`src/rtl/adc_emu_pkg.sv`:
```
package adc_emu_pkg;
  typedef enum logic [2:0] {
    PH_IDLE    = 3'd0,
    PH_CONVERT = 3'd1,
    PH_SLEEP   = 3'd2,
    PH_ACQUIRE = 3'd3,
    PH_SHIFT   = 3'd4
  } phase_e;

  typedef struct packed {
    logic loadSample;
    logic presentWord;
    logic shiftBit;
  } dpStrobe_t;
endpackage

```
`src/rtl/adc_emu_sync.sv`:
```
module adc_emu_sync #(
  parameter int STAGES = 2
) (
  input  logic clk,
  input  logic rstN,
  input  logic asyncIn,
  output logic syncOut
);
  logic [STAGES-1:0] chain;

  generate
    for (genvar i = 0; i < STAGES; i++) begin : g_stage
      if (i == 0) begin : g_first
        always_ff @(posedge clk or negedge rstN)
          if (!rstN) chain[0] <= 1'b0;
          else       chain[0] <= asyncIn;
      end else begin : g_next
        always_ff @(posedge clk or negedge rstN)
          if (!rstN) chain[i] <= 1'b0;
          else       chain[i] <= chain[i-1];
      end
    end
  endgenerate

  assign syncOut = chain[STAGES-1];
endmodule

```
`src/rtl/adc_emu_ctrl.sv`:
```
module adc_emu_ctrl
  import adc_emu_pkg::*;
#(
  parameter int CONV_CYCLES = 8,
  parameter int ACQ_CYCLES  = 5
) (
  input  logic      clk,
  input  logic      rstN,
  input  logic      convSync,
  input  logic      sckSync,
  output phase_e    phase,
  output dpStrobe_t strobe,
  output logic      acqViolation
);
  localparam int TMR_MAX = (CONV_CYCLES > ACQ_CYCLES) ? CONV_CYCLES : ACQ_CYCLES;
  localparam int TMR_W   = $clog2(TMR_MAX + 1);
  localparam logic [TMR_W-1:0] CONV_LOAD = TMR_W'(CONV_CYCLES - 1);
  localparam logic [TMR_W-1:0] ACQ_LOAD  = TMR_W'(ACQ_CYCLES - 1);

  phase_e           state, stateNext;
  logic [TMR_W-1:0] tmr, tmrNext;
  logic             convPrev, sckPrev;
  logic             convRise, convFall, sckFall;
  logic             lineActive;

  assign convRise   = convSync & ~convPrev;
  assign convFall   = ~convSync & convPrev;
  assign sckFall    = ~sckSync & sckPrev;
  assign lineActive = (state == PH_ACQUIRE) || (state == PH_SHIFT);

  always_comb begin
    stateNext = state;
    tmrNext   = tmr;
    unique case (state)
      PH_IDLE: if (convRise) begin
        stateNext = PH_CONVERT;
        tmrNext   = CONV_LOAD;
      end
      PH_CONVERT, PH_SLEEP: begin
        if (convFall) begin
          stateNext = PH_ACQUIRE;
          tmrNext   = ACQ_LOAD;
        end else if (state == PH_CONVERT) begin
          if (tmr == '0) stateNext = PH_SLEEP;
          else           tmrNext   = tmr - 1'b1;
        end
      end
      PH_ACQUIRE, PH_SHIFT: begin
        if (convRise) begin
          stateNext = PH_CONVERT;
          tmrNext   = CONV_LOAD;
        end else if (state == PH_ACQUIRE) begin
          if (tmr == '0) stateNext = PH_SHIFT;
          else           tmrNext   = tmr - 1'b1;
        end
      end
      default: stateNext = PH_IDLE;
    endcase
  end

  always_comb begin
    strobe.loadSample  = convRise;
    strobe.presentWord = convFall && ((state == PH_CONVERT) || (state == PH_SLEEP));
    strobe.shiftBit    = sckFall && !convSync && lineActive;
  end

  always_ff @(posedge clk or negedge rstN) begin
    if (!rstN) begin
      state        <= PH_IDLE;
      tmr          <= '0;
      convPrev     <= 1'b0;
      sckPrev      <= 1'b0;
      acqViolation <= 1'b0;
    end else begin
      state        <= stateNext;
      tmr          <= tmrNext;
      convPrev     <= convSync;
      sckPrev      <= sckSync;
      acqViolation <= convRise && (state == PH_ACQUIRE);
    end
  end

  assign phase = state;

  AST_RISE_CONVERTS: assert property (@(posedge clk) disable iff (!rstN)
    convRise |=> state == PH_CONVERT);
  AST_SLEEP_HOLDS: assert property (@(posedge clk) disable iff (!rstN)
    (state == PH_SLEEP) && !convFall |=> state == PH_SLEEP);
  AST_FALL_ACQUIRES: assert property (@(posedge clk) disable iff (!rstN)
    strobe.presentWord |=> state == PH_ACQUIRE);
  AST_VIOLATION_SOURCE: assert property (@(posedge clk) disable iff (!rstN)
    acqViolation |-> $past(state) == PH_ACQUIRE);
  AST_VIOLATION_PULSE: assert property (@(posedge clk) disable iff (!rstN)
    acqViolation |=> !acqViolation);
endmodule

```
`src/rtl/adc_emu_dp.sv`:
```
module adc_emu_dp
  import adc_emu_pkg::*;
#(
  parameter int DATA_W = 12
) (
  input  logic              clk,
  input  logic              rstN,
  input  dpStrobe_t         strobe,
  input  logic [DATA_W-1:0] sampleIn,
  output logic              shiftMsb
);
  logic [DATA_W-1:0] holdReg;
  logic [DATA_W-1:0] shiftReg;

  always_ff @(posedge clk or negedge rstN) begin
    if (!rstN) begin
      holdReg  <= '0;
      shiftReg <= '0;
    end else begin
      if (strobe.loadSample) holdReg <= sampleIn;
      if (strobe.presentWord)   shiftReg <= holdReg;
      else if (strobe.shiftBit) shiftReg <= {shiftReg[DATA_W-2:0], 1'b0};
    end
  end

  assign shiftMsb = shiftReg[DATA_W-1];

  AST_SAMPLE_LATCHED: assert property (@(posedge clk) disable iff (!rstN)
    strobe.loadSample |=> holdReg == $past(sampleIn));
  AST_WORD_PRESENTED: assert property (@(posedge clk) disable iff (!rstN)
    strobe.presentWord |=> shiftReg == $past(holdReg));
  AST_ZERO_FILL: assert property (@(posedge clk) disable iff (!rstN)
    strobe.shiftBit && !strobe.presentWord && (shiftReg[DATA_W-2:0] == '0) |=> shiftReg == '0);
  AST_SHIFT_IDLE: assert property (@(posedge clk) disable iff (!rstN)
    !strobe.shiftBit && !strobe.presentWord |=> $stable(shiftReg));
endmodule

```
`src/rtl/adc_emu_top.sv`:
```
module adc_emu_top
  import adc_emu_pkg::*;
#(
  parameter int DATA_W      = 12,
  parameter int CONV_CYCLES = 8,
  parameter int ACQ_CYCLES  = 5,
  parameter int SYNC_STAGES = 2
) (
  input  logic              clk,
  input  logic              rstN,
  input  logic              convIn,
  input  logic              sckIn,
  input  logic [DATA_W-1:0] sampleIn,
  output logic              sdoOut,
  output logic              sdoEn,
  output logic [2:0]        phase,
  output logic              acqViolation
);
  logic      convSync, sckSync, shiftMsb;
  phase_e    phaseInt;
  dpStrobe_t strobe;

  adc_emu_sync #(.STAGES(SYNC_STAGES)) i_convSync (
    .clk(clk), .rstN(rstN), .asyncIn(convIn), .syncOut(convSync));
  adc_emu_sync #(.STAGES(SYNC_STAGES)) i_sckSync (
    .clk(clk), .rstN(rstN), .asyncIn(sckIn), .syncOut(sckSync));

  adc_emu_ctrl #(.CONV_CYCLES(CONV_CYCLES), .ACQ_CYCLES(ACQ_CYCLES)) i_ctrl (
    .clk(clk), .rstN(rstN), .convSync(convSync), .sckSync(sckSync),
    .phase(phaseInt), .strobe(strobe), .acqViolation(acqViolation));

  adc_emu_dp #(.DATA_W(DATA_W)) i_dp (
    .clk(clk), .rstN(rstN), .strobe(strobe), .sampleIn(sampleIn), .shiftMsb(shiftMsb));

  assign sdoEn  = (phaseInt == PH_ACQUIRE) || (phaseInt == PH_SHIFT);
  assign sdoOut = sdoEn & shiftMsb;
  assign phase  = phaseInt;

  AST_EN_AFTER_FALL: assert property (@(posedge clk) disable iff (!rstN)
    strobe.presentWord |=> sdoEn);
  AST_EN_DROPS_ON_START: assert property (@(posedge clk) disable iff (!rstN)
    strobe.loadSample |=> !sdoEn);
endmodule

```
`config.mk`:
```
export PLATFORM = sky130hd
export DESIGN_NAME = adc_emu_top
export DESIGN_NICKNAME = d
export VERILOG_FILES = /design/src/rtl/adc_emu_pkg.sv /design/src/rtl/adc_emu_sync.sv /design/src/rtl/adc_emu_ctrl.sv /design/src/rtl/adc_emu_dp.sv /design/src/rtl/adc_emu_top.sv
export SDC_FILE = /design/constraint.sdc
export NUM_CORES = 1
export LEC_CHECK = 0
export CAP_MARGIN = 15
export CORE_MARGIN = 8
export CORE_UTILIZATION = 47
export DETAILED_ROUTE_END_ITERATION = 6
export PLACE_DENSITY = 0.82
export SLEW_MARGIN = 30
export SYNTH_ARGS = -nofsm -noshare
export SYNTH_HDL_FRONTEND = slang
export SYNTH_SLANG_ARGS = --single-unit
```
`constraint.sdc`:
```
create_clock -name clk -period 1.55 [get_ports clk]
set_input_delay 0.31 -clock clk [delete_from_list [all_inputs] [get_ports clk]]
set_output_delay 0.31 -clock clk [all_outputs]
set_load 0.03 [all_outputs]
```
==> results.json <==
{
  "whs_path_depth": 0,
  "status": "complete, but fails checks",
  "cts_tree": "done",
  "hold_viol": 0,
  "peakVddDrop_v": 0.000952,
  "powerDensity_mw_per_mm2": 1600,
  "synth_area_leader_cell": "dfrtp_1",
  "yosysSeqAreaShare_pct": 52.7,
  "yosysWarnings": 0,
  "whs_endpoint": "i_convSync.syncOut",
  "synth_ff_type": "dfrtp_1",
  "yosysTopAreaCellShare_pct": 52.7,
  "drtIter0Drc": 147,
  "die_w_um": 78.0,
  "grt_pass1_wl_um": 7010,
  "crit_fanout": 6,
  "syn_inst": 186,
  "internal_power_w": 0.00259,
  "r2r-end": "i_dp.shiftReg[4]",
  "grt_max_degree": 25,
  "synth_most_common_cell": "nand2_1",
  "fin_nets": 258,
  "gr-usage-all-layers_pct": 14.2,
  "drc": 0,
  "ys_async_sr_fraction_pct": 100,
  "critPathKind": "register to register",
  "ys_seq_elements": 38,
  "synth_edf_count": 0,
  "die_area_sq_mm": 0.00608,
  "crit_required_ns": 1.71,
  "antenna_found_initial": 0,
  "p_switching_w": 0.00154,
  "critPathLaunchType": "register",
  "root_buffer": "clkbuf_8",
  "yosys-top-cells-area": "dfrtp_1, nand2_1, mux2i_1",
  "diodes": 0,
  "io_pins": 22,
  "row_count": 22,
  "r2r_cells": 6,
  "start_util_pct": 48.9,
  "skew_ns": 0.00864,
  "cts.sinks": 38,
  "swShare_pct": 37.3,
  "final_cell_area_sq_mm": 0.00258,
  "slew_viol_final": 0,
  "total_power_w": 0.00413,
  "synth.avg_cell_area_sq_um": 9.70,
  "netlist_area_sq_mm": 0.00180,
  "hpwl_um": 2770,
  "rsz0062_at_grt": "yes",
  "violations": "negative setup slack",
  "clock_path_buffers": 2,
  "p_leak_nw": 1.24,
  "drt_wl_total_um": 4630,
  "numCtsBuffers": 5,
  "first_pass_iters": 4,
  "postRouteAntennaNets": 0,
  "drive_gt1_share_pct": 33.9,
  "port_buffers": 21,
  "maxCapViolCount": 0,
  "power_frac_clock_pct": 16.0,
  "setup_viol": 17,
  "r2r_start": "i_ctrl.phase[1]",
  "clkLatencyLatePin_ns": 0.29,
  "clkTransAtPathRegs_ns": 0.08,
  "reg2reg_slack_ns": -0.11,
  "fin_crit_ns": 1.66,
  "die_h_um": 78.0,
  "setup_slack_ns": -0.110,
  "utilization_pct": 69.9,
  "worst_setup_path_end_kind": "register",
  "vias_per_cell": 5.38,
  "syn-num-nets": 203,
  "vias": 1559,
  "area_delta_synth_final_pct": 42.9,
  "hold_start": "i_convSync.chain[0]",
  "gp_congestion": 0.880,
  "dpl_cell_area_sq_mm": 0.00223,
  "sequentialPowerShare_pct": 35.1,
  "cts_max_level": 2,
  "ys_top_cells_by_count": "nand2_1, dfrtp_1, o21ai_0, mux2i_1, nor2_1",
  "core_area_sq_mm": 0.00369,
  "hold_class": "register to register",
  "worst_pin_slew_ns": 0.358,
  "avgRoutedWirePerCell_um": 16.0,
  "slew_headroom_pct": 76.2,
  "combPwrFrac_pct": 48.8,
  "max_freq_mhz": 602,
  "synth_cell_types": 36,
  "fin_crit_sh_pct": 107,
  "crit_arrival_ns": 1.82,
  "first_global_vias": 1537,
  "grt_overflow": 0
}
-- worst max-delay path, cell delays in order (launching register included) --
cell and delay (ns):
dfrtp_2 0.45, buf_4 0.17, and3b_1 0.20, o211ai_4 0.23
clkbuf_16 0.20, mux2i_1 0.19, o21ai_0 0.09
-- power by group through the flow --
stage / sequential, W / combinational (W) / clock (W)
2_1_floorplan: 0.00147 / 0.000923 / 0
3_3_place_gp: 0.00146 / 0.00145 / 0
3_5_place_dp: 0.00147 / 0.00149 / 0
4_1_cts: 0.00143 / 0.00170 / 0.000681
5_1_grt: 0.00148 / 0.00217 / 0.000717
6_report: 0.00145 / 0.00202 / 0.000662
-- how the worst max path moves through the flow --
| stage | from | to | slack (ns) | cells after the start |
|---|---|---|---|---|
| finish | i_ctrl.phase[1] | i_dp.shiftReg[4] | -0.11 | 6 |
| global route | i_ctrl.phase[1] | i_dp.shiftReg[4] | -0.20 | 6 |
| CTS | i_ctrl.phase[2] | sdoOut | -0.1 | 5 |
| detailed placement | i_ctrl.tmr[0] | i_ctrl.phase[0] | -0.07 | 6 |
| global placement | i_ctrl.tmr[1] | i_ctrl.phase[1] | -0.02 | 6 |
| floorplan | i_ctrl.phase[1] | sdoOut | -0.02 | 5 |
-- timing repair --
action,CTS,global route
hold buffers,1,0
setup endpoints to repair,10,21
gates resized for setup,20,27
setup buffers,6,6
pin swaps,3,10
gates cloned,0,1
endpoints found under the hold margin,14,0
-- metrics by stage --
stage	setup WS [ns]	setup TNS (ns)	hold slack [ns]	std cells
2_1_floorplan	-0.0245	-0.0468	0.0144	186
3_3_place_gp	-0.0173	-0.0235	0.234	268
3_5_place_dp	-0.0723	-0.327	0.241	268
4_1_cts	-0.0993	-0.308	0.356	283
5_1_grt	-0.200	-2.50	0.356	290
6_report	-0.110	-1.09	0.350	290
-- flip-flops by register name, indices dropped and copies added (netlist names) --
register,cells
i_sckSync.syncOut,1
i_ctrl.acqViolation,1
i_sckSync.chain,1
i_ctrl.convPrev,1
i_ctrl.phase,3
i_dp.shiftReg,12
i_convSync.chain,1
i_convSync.syncOut,1
i_ctrl.sckPrev,1
i_dp.holdReg,12
i_ctrl.tmr,4
-- cell families after synthesis --
logic type	count (synthesis)	share of synthesized area (%)
fa+ha+maj	2	1.25
simple gates	86	21.6
buf+inv	15	4.65
compound gates	32	12.7
mux	12	6.66
xor+xnor	1	0.486
flops	38	52.7
-- per-layer routing --
layer,up-vias,part of all wire [%],global-route usage [%]
li1,736,-,-
met1,766,46,18.5
met2,47,49,21.9
met3,10,3.7,3.00
met4,0,1.8,6.85
met5,-,0,0
-- placed cells by master, fill, tap and decap left out, drive strengths merged, types with 4 or more instances in the layout --
cell           count
clkdlybuf4s50     14
nor2               9
dfrtp             38
o21ai             15
a221oi             4
inv                4
mux2i             12
buf               41
clkbuf             9
nand2             61
a21oi              4
-- area by class of cell --
cell class / count / area [sq um]
sequential: 38 / 957
tap: 48 / 60.1
inverter: 4 / 15.0
clock buffer: 7 / 76.3
multi-input combinational: 133 / 901
fill: 271 / 1110
clock inverter: 1 / 7.51
timing repair buffer: 59 / 562
(Power assumes the default switching activity.)
